**src/rtl/ebg_pkg.sv**
```systemverilog
package ebg_pkg;
  localparam int PH_N = 12;
  localparam int PH_W = 4;

  typedef enum logic [1:0] {
    K_FETCH = 2'd0,
    K_READ  = 2'd1,
    K_WRITE = 2'd2,
    K_NONE  = 2'd3
  } kind_e;

  typedef enum logic [2:0] {
    C_IDLE      = 3'd0,
    C_FETCH_INT = 3'd1,
    C_FETCH_EXT = 3'd2,
    C_READ      = 3'd3,
    C_WRITE     = 3'd4
  } cyc_e;
endpackage

```
**src/rtl/ebg_timing.sv**
```systemverilog
module ebg_timing
  import ebg_pkg::*;
#(
  parameter int RST_MCYC = 2
) (
  input  logic            clk_i,
  input  logic            rst_ni,
  input  logic            rst_pin_i,
  output logic [PH_W-1:0] phase_o,
  output logic            last_o,
  output logic            core_rst_o
);
  localparam int HOLD  = RST_MCYC * PH_N;
  localparam int CNT_W = $clog2(HOLD + 1);

  logic [CNT_W-1:0] hold_q;

  always_ff @(posedge clk_i or negedge rst_ni) begin
    if (!rst_ni)                     hold_q <= '0;
    else if (!rst_pin_i)             hold_q <= '0;
    else if (hold_q != CNT_W'(HOLD)) hold_q <= hold_q + 1'b1;
  end

  assign core_rst_o = (hold_q == CNT_W'(HOLD));
  assign last_o     = (phase_o == PH_W'(PH_N - 1));

  always_ff @(posedge clk_i or negedge rst_ni) begin
    if (!rst_ni)         phase_o <= '0;
    else if (core_rst_o) phase_o <= '0;
    else if (last_o)     phase_o <= '0;
    else                 phase_o <= phase_o + 1'b1;
  end

  // the phase count wraps after phase 11
  a_r1_wrap: assert property (@(posedge clk_i) disable iff (!rst_ni)
    (!core_rst_o && last_o) |=> (phase_o == '0));
  // a filtered reset holds the count at phase 0
  a_r11_hold_phase: assert property (@(posedge clk_i) disable iff (!rst_ni)
    core_rst_o |=> (phase_o == '0));
endmodule

```
**src/rtl/ebg_cmd.sv**
```systemverilog
module ebg_cmd
  import ebg_pkg::*;
#(
  parameter int              ADDR_W  = 16,
  parameter int              DATA_W  = 8,
  parameter logic [ADDR_W-1:0] INT_TOP = 16'h1FFF
) (
  input  logic              clk_i,
  input  logic              rst_ni,
  input  logic              core_rst_i,
  input  logic              last_i,
  input  logic              req_valid_i,
  input  logic [1:0]        req_kind_i,
  input  logic [ADDR_W-1:0] req_addr_i,
  input  logic [DATA_W-1:0] req_wdata_i,
  input  logic              ea_i,
  output cyc_e              cyc_o,
  output logic [ADDR_W-1:0] addr_o,
  output logic [DATA_W-1:0] wdata_o
);
  cyc_e  cyc_d;
  kind_e kind;

  always_comb begin
    kind  = kind_e'(req_kind_i);
    cyc_d = C_IDLE;
    if (req_valid_i) begin
      unique case (kind)
        K_FETCH: cyc_d = (!ea_i || req_addr_i > INT_TOP) ? C_FETCH_EXT : C_FETCH_INT;
        K_READ:  cyc_d = C_READ;
        K_WRITE: cyc_d = C_WRITE;
        default: cyc_d = C_IDLE;
      endcase
    end
  end

  always_ff @(posedge clk_i or negedge rst_ni) begin
    if (!rst_ni) begin
      cyc_o   <= C_IDLE;
      addr_o  <= '0;
      wdata_o <= '0;
    end else if (core_rst_i) begin
      cyc_o   <= C_IDLE;
    end else if (last_i) begin
      cyc_o   <= cyc_d;
      addr_o  <= req_addr_i;
      wdata_o <= req_wdata_i;
    end
  end

  // the cycle type only changes at a machine cycle boundary or in reset
  a_r1_cyc_stable: assert property (@(posedge clk_i) disable iff (!rst_ni)
    (!last_i && !core_rst_i) |=> $stable(cyc_o));
endmodule

```
**src/rtl/ebg_strobe.sv**
```systemverilog
module ebg_strobe
  import ebg_pkg::*;
#(
  parameter int ADDR_W = 16,
  parameter int DATA_W = 8
) (
  input  logic                     clk_i,
  input  logic                     rst_ni,
  input  logic                     core_rst_i,
  input  logic [PH_W-1:0]          phase_i,
  input  cyc_e                     cyc_i,
  input  logic [ADDR_W-1:0]        addr_i,
  input  logic [DATA_W-1:0]        wdata_i,
  input  logic [DATA_W-1:0]        ad_i,
  output logic [DATA_W-1:0]        ad_o,
  output logic                     ad_oe_o,
  output logic [ADDR_W-DATA_W-1:0] addr_hi_o,
  output logic                     ale_o,
  output logic                     psen_no,
  output logic                     rd_no,
  output logic                     wr_no,
  output logic [DATA_W-1:0]        rdata_o,
  output logic                     rdata_valid_o
);
  localparam int HI_W = ADDR_W - DATA_W;

  logic [ADDR_W-1:0] addr_nxt;
  logic live, is_data, is_ext, ext_fetch;
  logic win_ale_a, win_ale_b, win_psen, win_dstb, win_wdat, cap;

  assign addr_nxt = addr_i + 1'b1;
  assign live      = !core_rst_i;
  assign ext_fetch = (cyc_i == C_FETCH_EXT);
  assign is_data   = (cyc_i == C_READ) || (cyc_i == C_WRITE);
  assign is_ext    = ext_fetch || is_data;

  // phase windows inside the machine cycle
  always_comb begin
    win_ale_a = (phase_i == 4'd1) || (phase_i == 4'd2);
    win_ale_b = (phase_i == 4'd7) || (phase_i == 4'd8);
    win_psen  = (phase_i == 4'd4) || (phase_i == 4'd5) ||
                (phase_i == 4'd10) || (phase_i == 4'd11);
    win_dstb  = (phase_i >= 4'd4) && (phase_i <= 4'd9);
    win_wdat  = (phase_i >= 4'd3) && (phase_i <= 4'd10);
  end

  assign ale_o   = live && (win_ale_a || (win_ale_b && !is_data));
  assign psen_no = !(live && ext_fetch && win_psen);
  assign rd_no   = !(live && cyc_i == C_READ && win_dstb);
  assign wr_no   = !(live && cyc_i == C_WRITE && win_dstb);

  always_comb begin
    ad_oe_o = 1'b0;
    ad_o    = '0;
    if (live) begin
      if (is_ext && win_ale_a) begin
        ad_oe_o = 1'b1;
        ad_o    = addr_i[DATA_W-1:0];
      end else if (ext_fetch && win_ale_b) begin
        ad_oe_o = 1'b1;
        ad_o    = addr_nxt[DATA_W-1:0];
      end else if (cyc_i == C_WRITE && win_wdat) begin
        ad_oe_o = 1'b1;
        ad_o    = wdata_i;
      end
    end
  end

  always_comb begin
    if (!live || !is_ext)                addr_hi_o = '1;
    else if (ext_fetch && phase_i >= 4'd7) addr_hi_o = addr_nxt[ADDR_W-1:DATA_W];
    else                                 addr_hi_o = addr_i[ADDR_W-1:DATA_W];
  end

  // sample on the last low phase of each read strobe
  assign cap = live && ((ext_fetch && (phase_i == 4'd5 || phase_i == 4'd11)) ||
                        (cyc_i == C_READ && phase_i == 4'd9));

  always_ff @(posedge clk_i or negedge rst_ni) begin
    if (!rst_ni) begin
      rdata_o       <= '0;
      rdata_valid_o <= 1'b0;
    end else begin
      rdata_valid_o <= cap;
      if (cap) rdata_o <= ad_i;
    end
  end

  // one strobe at a time
  a_r6_one_strobe: assert property (@(posedge clk_i) disable iff (!rst_ni)
    $countones({~psen_no, ~rd_no, ~wr_no}) <= 1);
  // no strobe while the address latch is open
  a_r6_ale_quiet: assert property (@(posedge clk_i) disable iff (!rst_ni)
    ale_o |-> (psen_no && rd_no && wr_no));
  // ALE only rises at the start of state 1 or state 4
  a_r2_ale_rise: assert property (@(posedge clk_i) disable iff (!rst_ni)
    $rose(ale_o) |-> (phase_i == 4'd1 || phase_i == 4'd7));
  // program store strobe only for external fetches
  a_r4_psen_ext: assert property (@(posedge clk_i) disable iff (!rst_ni)
    !psen_no |-> (cyc_i == C_FETCH_EXT));
  // the second latch pulse is skipped in data cycles
  a_r5_skip_ale: assert property (@(posedge clk_i) disable iff (!rst_ni)
    (is_data && win_ale_b) |-> !ale_o);
  // read data valid lasts one clock
  a_r9_valid_pulse: assert property (@(posedge clk_i) disable iff (!rst_ni)
    rdata_valid_o |=> !rdata_valid_o);
  // bus released whenever a read strobe is low
  a_r7_bus_free: assert property (@(posedge clk_i) disable iff (!rst_ni)
    (!psen_no || !rd_no) |-> !ad_oe_o);

  if (HI_W < 1) begin : g_bad_width
    initial $error("ebg_strobe: ADDR_W must exceed DATA_W");
  end
endmodule

```
**src/rtl/ebus_cycle_gen.sv**
```systemverilog
module ebus_cycle_gen
  import ebg_pkg::*;
#(
  parameter int                ADDR_W   = 16,
  parameter int                DATA_W   = 8,
  parameter logic [ADDR_W-1:0] INT_TOP  = 16'h1FFF,
  parameter int                RST_MCYC = 2
) (
  input  logic                     clk_i,
  input  logic                     rst_ni,
  input  logic                     rst_pin_i,
  input  logic                     ea_i,
  input  logic                     req_valid_i,
  input  logic [1:0]               req_kind_i,
  input  logic [ADDR_W-1:0]        req_addr_i,
  input  logic [DATA_W-1:0]        req_wdata_i,
  output logic                     req_ready_o,
  input  logic [DATA_W-1:0]        ad_i,
  output logic [DATA_W-1:0]        ad_o,
  output logic                     ad_oe_o,
  output logic [ADDR_W-DATA_W-1:0] addr_hi_o,
  output logic                     ale_o,
  output logic                     psen_no,
  output logic                     rd_no,
  output logic                     wr_no,
  output logic [DATA_W-1:0]        rdata_o,
  output logic                     rdata_valid_o
);
  logic [PH_W-1:0]   phase;
  logic              last, core_rst;
  cyc_e              cyc;
  logic [ADDR_W-1:0] addr_q;
  logic [DATA_W-1:0] wdata_q;

  ebg_timing #(.RST_MCYC(RST_MCYC)) u_timing (
    .clk_i      (clk_i),
    .rst_ni     (rst_ni),
    .rst_pin_i  (rst_pin_i),
    .phase_o    (phase),
    .last_o     (last),
    .core_rst_o (core_rst)
  );

  ebg_cmd #(.ADDR_W(ADDR_W), .DATA_W(DATA_W), .INT_TOP(INT_TOP)) u_cmd (
    .clk_i       (clk_i),
    .rst_ni      (rst_ni),
    .core_rst_i  (core_rst),
    .last_i      (last),
    .req_valid_i (req_valid_i),
    .req_kind_i  (req_kind_i),
    .req_addr_i  (req_addr_i),
    .req_wdata_i (req_wdata_i),
    .ea_i        (ea_i),
    .cyc_o       (cyc),
    .addr_o      (addr_q),
    .wdata_o     (wdata_q)
  );

  ebg_strobe #(.ADDR_W(ADDR_W), .DATA_W(DATA_W)) u_strobe (
    .clk_i         (clk_i),
    .rst_ni        (rst_ni),
    .core_rst_i    (core_rst),
    .phase_i       (phase),
    .cyc_i         (cyc),
    .addr_i        (addr_q),
    .wdata_i       (wdata_q),
    .ad_i          (ad_i),
    .ad_o          (ad_o),
    .ad_oe_o       (ad_oe_o),
    .addr_hi_o     (addr_hi_o),
    .ale_o         (ale_o),
    .psen_no       (psen_no),
    .rd_no         (rd_no),
    .wr_no         (wr_no),
    .rdata_o       (rdata_o),
    .rdata_valid_o (rdata_valid_o)
  );

  assign req_ready_o = last && !core_rst;

  // ready is a single-clock pulse per machine cycle
  a_r1_ready_pulse: assert property (@(posedge clk_i) disable iff (!rst_ni)
    req_ready_o |=> !req_ready_o);
  // no bus activity while the reset pin filter holds the block
  a_r11_quiet: assert property (@(posedge clk_i) disable iff (!rst_ni)
    core_rst |-> (!ale_o && psen_no && rd_no && wr_no && !ad_oe_o && !req_ready_o));
endmodule

```
**config.mk**
```make
export PLATFORM = sky130hd
export DESIGN_NAME = ebus_cycle_gen
export DESIGN_NICKNAME = d
export VERILOG_FILES = /design/src/rtl/ebg_pkg.sv /design/src/rtl/ebg_timing.sv /design/src/rtl/ebg_cmd.sv /design/src/rtl/ebg_strobe.sv /design/src/rtl/ebus_cycle_gen.sv
export SDC_FILE = /design/constraint.sdc
export NUM_CORES = 1
export LEC_CHECK = 0
export CORE_MARGIN = 2
export CORE_UTILIZATION = 49
export CTS_BUF_LIST = sky130_fd_sc_hd__clkbuf_8 sky130_fd_sc_hd__clkbuf_16
export CTS_CLUSTER_DIAMETER = 100
export DETAILED_ROUTE_END_ITERATION = 16
export MAX_ROUTING_LAYER = met4
export PLACE_DENSITY = 0.8
export REMOVE_ABC_BUFFERS = 1
export SLEW_MARGIN = 20
export SYNTH_ARGS = -nofsm -noshare
export SYNTH_HDL_FRONTEND = slang
export SYNTH_SLANG_ARGS = --single-unit
```
**constraint.sdc**
```tcl
create_clock -name clk_i -period 3.33 [get_ports clk_i]
set_input_delay 0.666 -clock clk_i [delete_from_list [all_inputs] [get_ports clk_i]]
set_output_delay 0.666 -clock clk_i [all_outputs]
set_load 0.03 [all_outputs]
```
-- After elaboration in Yosys (flattened, before gate mapping)
Index checks and enable logic that the tools add are counted.
- logic and storage cells: 93
- output and inout bits: 31
- input port bits: 39
- register bits: 45
- equality and inequality tests: 17
- muxes and demuxes: 19
- $lt $le $gt $ge: 6
- reductions and logical operators: 40
- add/subtract/negate cells: 3
- bitwise logic cells: 1
- operator list (cell ; number):
    8-bit 2-to-1 mux ; 6
    1-bit logical AND ; 18
    16-bit by 1-bit adder with 16-bit output (second input constant) ; 1
    4-bit equality test (second input constant) ; 4
    16-bit by 13-bit greater-than comparator with 1-bit output (second input constant) ; 1
    4-bit by 3-bit equality test with 1-bit output (second input constant) ; 3
    1-bit logical OR ; 12
    5-bit 2-to-1 mux ; 2
    3-bit 2-to-1 mux ; 3
    3-bit case mux with 3 select lines ; 1
    4-bit by 3-bit greater-or-equal comparator with 1-bit output (second input constant) ; 2
    4-bit less-or-equal comparator (second input constant) ; 2
    4-bit 2-to-1 mux ; 2
    1-bit zero test ; 7
    3-bit by 2-bit equality test with 1-bit output (second input constant) ; 2
    5-bit by 1-bit adder with 5-bit output (second input constant) ; 1
    5-bit equality test (second input constant) ; 1
    5-bit != test (second input constant) ; 1
    4-bit by 1-bit adder with 4-bit output (second input constant) ; 1
    4-bit by 1-bit equality test with 1-bit output (second input constant) ; 1
    4-bit by 2-bit equality test with 1-bit output (second input constant) ; 1
    4-bit by 2-bit greater-or-equal comparator with 1-bit output (second input constant) ; 1
    1-bit 2-to-1 mux ; 4
    3-bit equality test (second input constant) ; 1
    8 further kinds ; 8

-- Longest topological paths before layout
Gate-level depths: netlist of the first run.
- word-level depth: 7
- gate-level depth with buffers: 8

-- By module
From an unflattened synthesis of the first run, not the netlist that was laid out.
- cells, all modules: 250
- area, all modules: 2618.8 um^2
- modules (own cells, without submodules) (module ; area each (um^2) ; seq. area each (um^2) ; cells an instance ; instances):
    ebg_strobe ; 1123.6 ; 225.2 ; 144 ; 1
    ebg_cmd ; 1042.2 ; 675.6 ; 67 ; 1
    ebg_timing ; 439.2 ; 225.2 ; 38 ; 1
    ebus_cycle_gen ; 13.8 ; 0.0 ; 1 ; 1

-- Least setup slack after synthesis of the first run
No wires, ideal clock.
- path type: register to output
- start point: register u_timing.phase_o[0]
- end point: output ad_o[0]
- path slack: 0.235 ns
- buffers on the path: 1
- arrival time: 2.429 ns
- cell stages (with the launch flop): 7
- cell sequence: dfrtp_1 -> ha_1 -> clkbuf_1 -> nand3b_1 -> a21oi_1 -> a311oi_1 -> nor4_1
- longest elaborated chain between the ends: 7
- elaborated cells between the ends (all ways): 16
- ends and longest elaborated chain (element ; line ; text):
    start, declared ; ebg_timing.sv:9 ; output logic [PH_W-1:0] phase_o,
    start signal, assigned ; ebg_timing.sv:31 ; else phase_o <= phase_o + 1'b1;
    4-bit by 2-bit greater-or-equal comparator with 1-bit output / 4-bit less-or-equal comparator (equally long branches) ; ebg_strobe.sv:44 ; win_wdat = (phase_i >= 4'd3) && (phase_i <= 4'd10);
    1-bit logical AND ; ebg_strobe.sv:44 ;
    1-bit logical AND ; ebg_strobe.sv:62 ; end else if (cyc_i == C_WRITE && win_wdat) begin
    8-bit 2-to-1 mux ; ebg_strobe.sv:62 ;
    8-bit 2-to-1 mux ; ebg_strobe.sv:59 ; end else if (ext_fetch && win_ale_b) begin
    8-bit 2-to-1 mux (*) ; ebg_strobe.sv:56 ; if (is_ext && win_ale_a) begin
    8-bit 2-to-1 mux (*) ; ebg_strobe.sv:55 ; if (live) begin
    end, declared ; ebus_cycle_gen.sv:19 ; output logic [DATA_W-1:0] ad_o,
Mark *: on every way between the ends. The rest lies on a longest branch, timed or not.

-- Worst setup path in the final report of the first run
- start point: register u_cmd.cyc_o[2]
- end point: output addr_hi_o[7]
- longest elaborated chain between the ends: 6
- elaborated cells between the ends (all ways): 10
- ends and longest elaborated chain (element ; line ; text):
    start, declared ; ebg_cmd.sv:17 ; output cyc_e cyc_o,
    start signal, assigned ; ebg_cmd.sv:45 ; cyc_o <= cyc_d;
    3-bit by 2-bit equality test with 1-bit output / 3-bit equality test (equally long branches) ; ebg_strobe.sv:34 ; assign is_data = (cyc_i == C_READ) || (cyc_i == C_WRITE);
    1-bit logical OR ; ebg_strobe.sv:34 ;
    1-bit logical OR ; ebg_strobe.sv:35 ; assign is_ext = ext_fetch || is_data;
    1-bit zero test ; ebg_strobe.sv:70 ; if (!live || !is_ext) addr_hi_o = '1;
    1-bit logical OR ; ebg_strobe.sv:70 ;
    8-bit 2-to-1 mux (*) ; ebg_strobe.sv:70 ;
    end, declared ; ebus_cycle_gen.sv:21 ; output logic [ADDR_W-DATA_W-1:0] addr_hi_o,
Marked as above.

==> flow_summary_export.csv, run 1 <==
group,metric,value,unit
critical_path,worstSetupPathType,"flop to output port",
clocking,hold_buffers,0,
timing,hold_viol_final,0,
clocking,max-clock-path-buffers,2,
global_routing,antenna_found_initial,0,
place,post-dp-hpwl,4950,um
place,numPortBuffers,69,
logic_synthesis,syn_area,0.00272,sq mm
finish,drive_above_1_share,19.4,%
critical_path,startpoint_type,"flop",
logic_synthesis,yosysMostFrequentCell,"dfrtp_1",
global_routing,grt_pass1_vias,2378,
power,powerDensity,360,mW/mm^2
logic_synthesis,synth_top_area_share,41.4,%
clocking,insertion_delay,0.30,ns
global_routing,grt_max_degree,46,
critical_path,max_stage_delay,0.62,ns
critical_path,cp_cell_sequence,"or3b_4 > or4b_4 > or4_1 > nand3_1 > buf_4",
critical_path,end_kind,"output port",
timing,holdWs,0.343,ns
critical_path,arrival,2.60,ns
finish,final_area,0.00367,sq mm
timing,min_period,3.26,ns
clocking,root_buffer,"clkbuf_8",
worst_hold_path,hold_path_class,"input pin to asynchronous set/reset pin",
power,total_power,1.32,mW
finish,instances_no_fill,432,
timing,skew,0.00828,ns
detailed_routing,ant_nets,0,
finish,nets,406,
critical_path,startpoint,"u_cmd.cyc_o[2]",
logic_synthesis,syn_avg_cell_area,9.64,sq um
logic_synthesis,synth_seq_cells,45,
clocking,cts_buffers,5,
timing,finalCritPeriodShare,97.9,%
detailed_routing,vias,2457,
finish,multi_input_area,0.00152,sq mm
critical_path,slowest_stage,"or4b_4",
logic_synthesis,ys_types,52,
floorplanning,die_w,78.5,um
timing,setup_viol,0,
logic_synthesis,yosysWarnings,0,
detailed_routing,drt_iter0_drc,171,
critical_path,r2r-start,"u_timing.hold_q[0]",
logic_synthesis,ys_dominant_reg_cell,"dfrtp_1",
detailed_routing,wl,6710,um
critical_path,worst_r2r_path_depth,6,
timing,slew_viol_final,0,
logic_synthesis,synth_area_leader_cell,"dfrtp_1",
clocking,h-tree-depth,2,
floorplanning,die_area,0.00616,sq mm
power,power_frac_seq,46.5,%
detailed_routing,drcViolationCount,0,
detailed_routing,firstDrtPassIters,4,
power,swShare,28.3,%
global_routing,grt_use_total,23.3,%
global_routing,grt_pass1_wl,11200,um
place,placed_area,0.00354,sq mm
power,p_sw,0.374,mW
detailed_routing,wl_per_cell,15.5,um
logic_synthesis,yosysSeqAreaShare,41.4,%
timing,fmax,0.307,GHz
logic_synthesis,synth_common_cells,"dfrtp_1, mux2_2, nand2_1",
timing,final.setup.tns,0,ns
logic_synthesis,syn_inst,282,
flow_run,max-cap-violations,0,
floorplanning,die_h,78.5,um
clocking,cts_setup_buffers,0,
logic_synthesis,synth_edf_count,0,
power,p_comb_share,21.4,%
status,outcome,"complete, no violations",
floorplanning,fp-row-count,27,
finish,antenna_cells,0,
power,clkPwrFrac,32.1,%
floorplanning,core_area,0.00544,sq mm
clocking,cts_tree,"done",
detailed_routing,via_per_inst,5.69,
timing,max_slew_margin,59.3,%
place,place_congestion,0.878,
floorplanning,initial_core_util,50.0,%
finish,syn2layout_area_growth,35.2,%
floorplanning,ios,70,
power,p_leak,1.56,nW
finish,fill_cells,432,
clocking,cts_num_sinks,45,
finish,ff_latch_area,0.00113,sq mm
timing,rsz0062_at_grt,"true",
critical_path,crit_required,2.66,ns
critical_path,critPathMaxFanout,10,
power,ir_drop,251,uV
global_routing,grt_overflow,0,
clocking,path_clk_slew,0.09,ns
place,placed_cells,424,
timing,worst_pin_slew,0.610,ns
power,p_int,0.948,mW
logic_synthesis,async_reset_ff_share,100,%
logic_synthesis,yosys-top-cells-area,"dfrtp_1, mux2_2, ha_1",
-- worst max-delay path: cells and delay by family, from the launching register on --
family | cells | cell delay (ns)
flops | 1 | 0.44
simple gates | 4 | 1.70
buf+inv | 1 | 0.16
-- flip-flops by register name (all words and copies together) (netlist names) --
name and cells:
u_cmd.addr_o 16, u_cmd.wdata_o 8, u_strobe.rdata_o 8, u_timing.hold_q 5, u_timing.phase_o 4, u_cmd.cyc_o 3
u_strobe.rdata_valid_o 1
-- final cells by class --
| cell class | instances | area share, % |
|---|---|---|
| well taps | 72 | 2.45 |
| multi-input cells | 214 | 41.5 |
| inverters | 10 | 1.02 |
| flip-flops and latches | 45 | 30.7 |
| clock buffers | 5 | 1.87 |
| repair buffers | 83 | 21.2 |
| clock inverters | 3 | 1.26 |
-- cell usage in the layout (no fill, tap or decap), drive strengths merged, types with 4 or more instances in the layout --
cell and n:
ha 8, and2 6, mux2 29, nor2 15, o21ai 18, nor4 5, dfrtp 45, clkdlybuf4s50 51
a211oi 6, nand2 19, a21oi 16, dlymetal6s2s 6, nand3 13, clkbuf 7, nor3 8, buf 21
nor2b 4, inv 10, nand3b 5, and3 6
-- power by group through the flow --
stage	combinational [mW]	sequential, mW	clock (mW)
floorplan	0.111	0.653	0
global placement	0.282	0.623	0
detailed placement	0.287	0.625	0
CTS	0.285	0.614	0.427
global route	0.305	0.620	0.458
finish	0.283	0.615	0.424
-- routing by layer --
metal  vias up  share of wire, %  global-route usage [%]
li1       1204                 -                       -
met4         0               1.0                    5.44
met1      1166                45                    30.7
met2        80                48                    37.8
met5         -                 0                       -
met3         7               6.3                    4.25
-- through the flow --
step | utilization, % | setup WS, ns
finish | 67.6 | 0.0688
global route | 67.6 | -0.00463
CTS | 67.1 | -0.0738
detailed placement | 65.0 | 0.141
global placement | 65.0 | 0.269
floorplan | - | 0.249
-- worst paths after layout --
path                                  endpoint  slack (ns)
setup reg to reg               u_cmd.addr_o[5]        1.15
min in group clk_i         u_strobe.rdata_o[1]        0.52
max in group asynchronous       u_cmd.cyc_o[0]        2.55
setup / recovery                  addr_hi_o[7]        0.07
hold reg to reg            u_strobe.rdata_o[1]        0.52
hold / removal                u_cmd.addr_o[11]        0.34
-- cell families (layout without fill, tap and decap cells) --
logic type / after synthesis / in the layout / synth area share (%)
AND/OR/NAND/NOR: 105 / 105 / 21.9
XOR/XNOR: 4 / 4 / 1.29
buffers and inverters: 23 / 101 / 3.27
multiplexers: 32 / 32 / 13.1
flip-flops: 45 / 45 / 41.4
AO/OA/AOI/OAI: 65 / 65 / 15.3
adder cells (fa/ha/maj): 8 / 8 / 3.68
-- timing repair --
action,4_1_cts,5_1_grt
endpoints found under the setup margin,9,14
gates cloned,0,0
resized for setup,6,18
Power figures use the tool's default switching activity.
==> run 2: changes to the inputs <==
--- a/config.mk
+++ b/config.mk
@@ -10,7 +10,6 @@
 export CTS_BUF_LIST = sky130_fd_sc_hd__clkbuf_8 sky130_fd_sc_hd__clkbuf_16
 export CTS_CLUSTER_DIAMETER = 100
 export DETAILED_ROUTE_END_ITERATION = 16
-export MAX_ROUTING_LAYER = met4
 export PLACE_DENSITY = 0.8
 export REMOVE_ABC_BUFFERS = 1
 export SLEW_MARGIN = 20
==> constraint.sdc (replaced) <==
create_clock -name clk_i -period 3.33 [get_ports clk_i]
set_input_delay 0.4995 -clock clk_i [delete_from_list [all_inputs] [get_ports clk_i]]
set_output_delay 0.4995 -clock clk_i [all_outputs]
set_load 0.03 [all_outputs]
==> flow_summary_export.csv, run 2 (same netlist as run 1, synthesis figures left out) <==
group,metric,value,unit
power,p_sw,0.381,mW
timing,hold_viol_final,0,
clocking,cts_num_sinks,45,
power,power_frac_seq,48.8,%
clocking,root_buffer,"clkbuf_8",
critical_path,startpoint_type,"flop",
detailed_routing,vias,2578,
status,outcome,"complete, no violations",
timing,worst_pin_slew,0.840,ns
floorplanning,core_area,0.00544,sq mm
detailed_routing,firstDrtPassIters,5,
power,clkPwrFrac,28.0,%
detailed_routing,drcViolationCount,0,
detailed_routing,via_per_inst,5.97,
detailed_routing,wl_met2,3420,um
power,swShare,30.4,%
critical_path,startpoint,"u_timing.phase_o[0]",
power,powerDensity,342,mW/mm^2
clocking,max-clock-path-buffers,2,
finish,top_regs,"u_cmd.addr_o: 16 flops, u_cmd.wdata_o: 8 flops, u_strobe.rdata_o: 8 flops",
detailed_routing,wl_met1,2970,um
global_routing,grt_pass1_vias,2408,
global_routing,grt_overflow,0,
power,ir_drop,269,uV
clocking,cts_buffers,5,
detailed_routing,drt_iter0_drc,168,
finish,largest-register,"u_cmd.addr_o",
floorplanning,ios,70,
detailed_routing,dr.max_layer_used,"met4",
place,post-place-ws,0.153,ns
critical_path,worstSetupPathType,"flop to output port",
timing,rsz0062_at_grt,"true",
place,numPortBuffers,69,
timing,final.setup.worst_slack,0.0319,ns
finish,largest_reg_flops,16,
global_routing,grt_pass1_wl,11400,um
critical_path,endpoint,"ad_o[4]",
finish,antenna_cells,0,
timing,setup_viol,0,
detailed_routing,wl,6990,um
global_routing,antenna_found_initial,0,
place,place_congestion,0.844,
critical_path,worst_r2r_path_depth,6,
timing,fmax,0.303,GHz
detailed_routing,wl_met3,477,um
floorplanning,die_area,0.00616,sq mm
timing,max_slew_margin,43.6,%
global_routing,grt_use_total,23.3,%
critical_path,timing.rr.end,"u_strobe.rdata_o[7]",
place,post-dp-hpwl,5050,um
timing,holdWs,0.188,ns
clocking,path_clk_slew,0.09,ns
finish,nets,406,
critical_path,arrival,2.80,ns
critical_path,critPathMaxFanout,9,
critical_path,r2r-start,"u_timing.phase_o[0]",
power,p_int,0.874,mW
timing,slew_viol_final,0,
power,p_leak,1.57,nW
critical_path,r2r_setup_slack,0.88,ns
detailed_routing,ant_nets,0,
floorplanning,initial_core_util,50.0,%
power,p_comb_share,23.2,%
clocking,h-tree-depth,2,
floorplanning,die_w,78.5,um
timing,finalCritPeriodShare,99.0,%
timing,min_period,3.30,ns
finish,syn2layout_area_growth,35.0,%
power,total_power,1.26,mW
floorplanning,fp-row-count,27,
finish,final_common_cell,"clkdlybuf4s50_1",
worst_hold_path,hold_path_class,"input pin to asynchronous set/reset pin",
global_routing,grt_max_degree,46,
timing,skew,0.00411,ns
critical_path,end_kind,"output port",
clocking,cts_setup_buffers,0,
critical_path,crit_required,2.83,ns
clocking,insertion_delay,0.30,ns
floorplanning,die_h,78.5,um
finish,final_cell_mix,"clkdlybuf4s50_1, dfrtp_1, mux2_2",
timing,final.setup.tns,0,ns
clocking,cts_tree,"done",
clocking,hold_buffers,0,
flow_run,max-cap-violations,0,
detailed_routing,wl_per_cell,16.2,um
finish,drive_above_1_share,17.2,%
[run 2: changes by cell type in the layout (fill, tap and decap cells not counted), moves of 2 or more]
| cell | delta |
|---|---|
| buf_4 | -3 |
| clkdlybuf4s50_1 | +3 |
| clkinvlp_4 | +2 |
| dlymetal6s2s_1 | +2 |
[run 2: worst min path at each step]
stage / endpoint / slack (ns) / startpoint
2_1_floorplan: u_cmd.addr_o[0] / 0.20 / rst_ni
3_3_place_gp: u_strobe.rdata_o[1] / 0.49 / u_strobe.rdata_o[1]
3_5_place_dp: u_strobe.rdata_o[3] / 0.49 / u_strobe.rdata_o[3]
4_1_cts: u_cmd.wdata_o[4] / 0.39 / rst_ni
5_1_grt: u_cmd.addr_o[6] / 0.23 / rst_ni
6_report: u_cmd.addr_o[10] / 0.19 / rst_ni
[run 2: critical path: stages (launching register included)]
cell             delay (ns)
dfrtp_1                0.45
inv_1                  0.14
ha_1                   0.20
nand3b_1               0.25
and3_1                 0.28
a2111oi_1              0.44
nor4_1                 0.11
clkdlybuf4s50_1        0.62
[run 2: final cells by class]
cell class / instances / area, sq um
repair buffers: 83 / 798
inverters: 10 / 37.5
fillers: 423 / 1770
clock inverters: 3 / 22.5
multi-input cells: 214 / 1530
well taps: 72 / 90.1
flip-flops and latches: 45 / 1130
clock buffers: 5 / 68.8
[run 2: per-stage QoR]
step / utilization [%] / area [sq um] / instances
floorplan: - / 2670 / 269
global placement: 65.1 / 3540 / 424
detailed placement: 65.1 / 3540 / 424
CTS: 67.0 / 3640 / 432
global route: 67.5 / 3670 / 432
finish: 67.5 / 3670 / 432
[run 2: power groups by stage]
stage / Clock, mW / Sequential (mW) / Combinational [mW]
after global placement: 0 / 0.620 / 0.287
after detailed placement: 0 / 0.623 / 0.291
after floorplan: 0 / 0.653 / 0.111
final: 0.351 / 0.613 / 0.291
after CTS: 0.355 / 0.612 / 0.293
after global routing: 0.381 / 0.618 / 0.312
[run 2: repair_timing]
action                                 CTS  global route
setup endpoints to repair               11            12
endpoints found under the hold margin    0             0
gates cloned                             0             0
gates resized for setup                  5            12
[run 2: per-layer routing]
| layer | track usage (%) | up-vias |
|---|---|---|
| met4 | 7.54 | 0 |
| li1 | - | 1200 |
| met1 | 30.7 | 1256 |
| met5 | 0 | - |
| met2 | 38.3 | 110 |
| met3 | 4.94 | 12 |
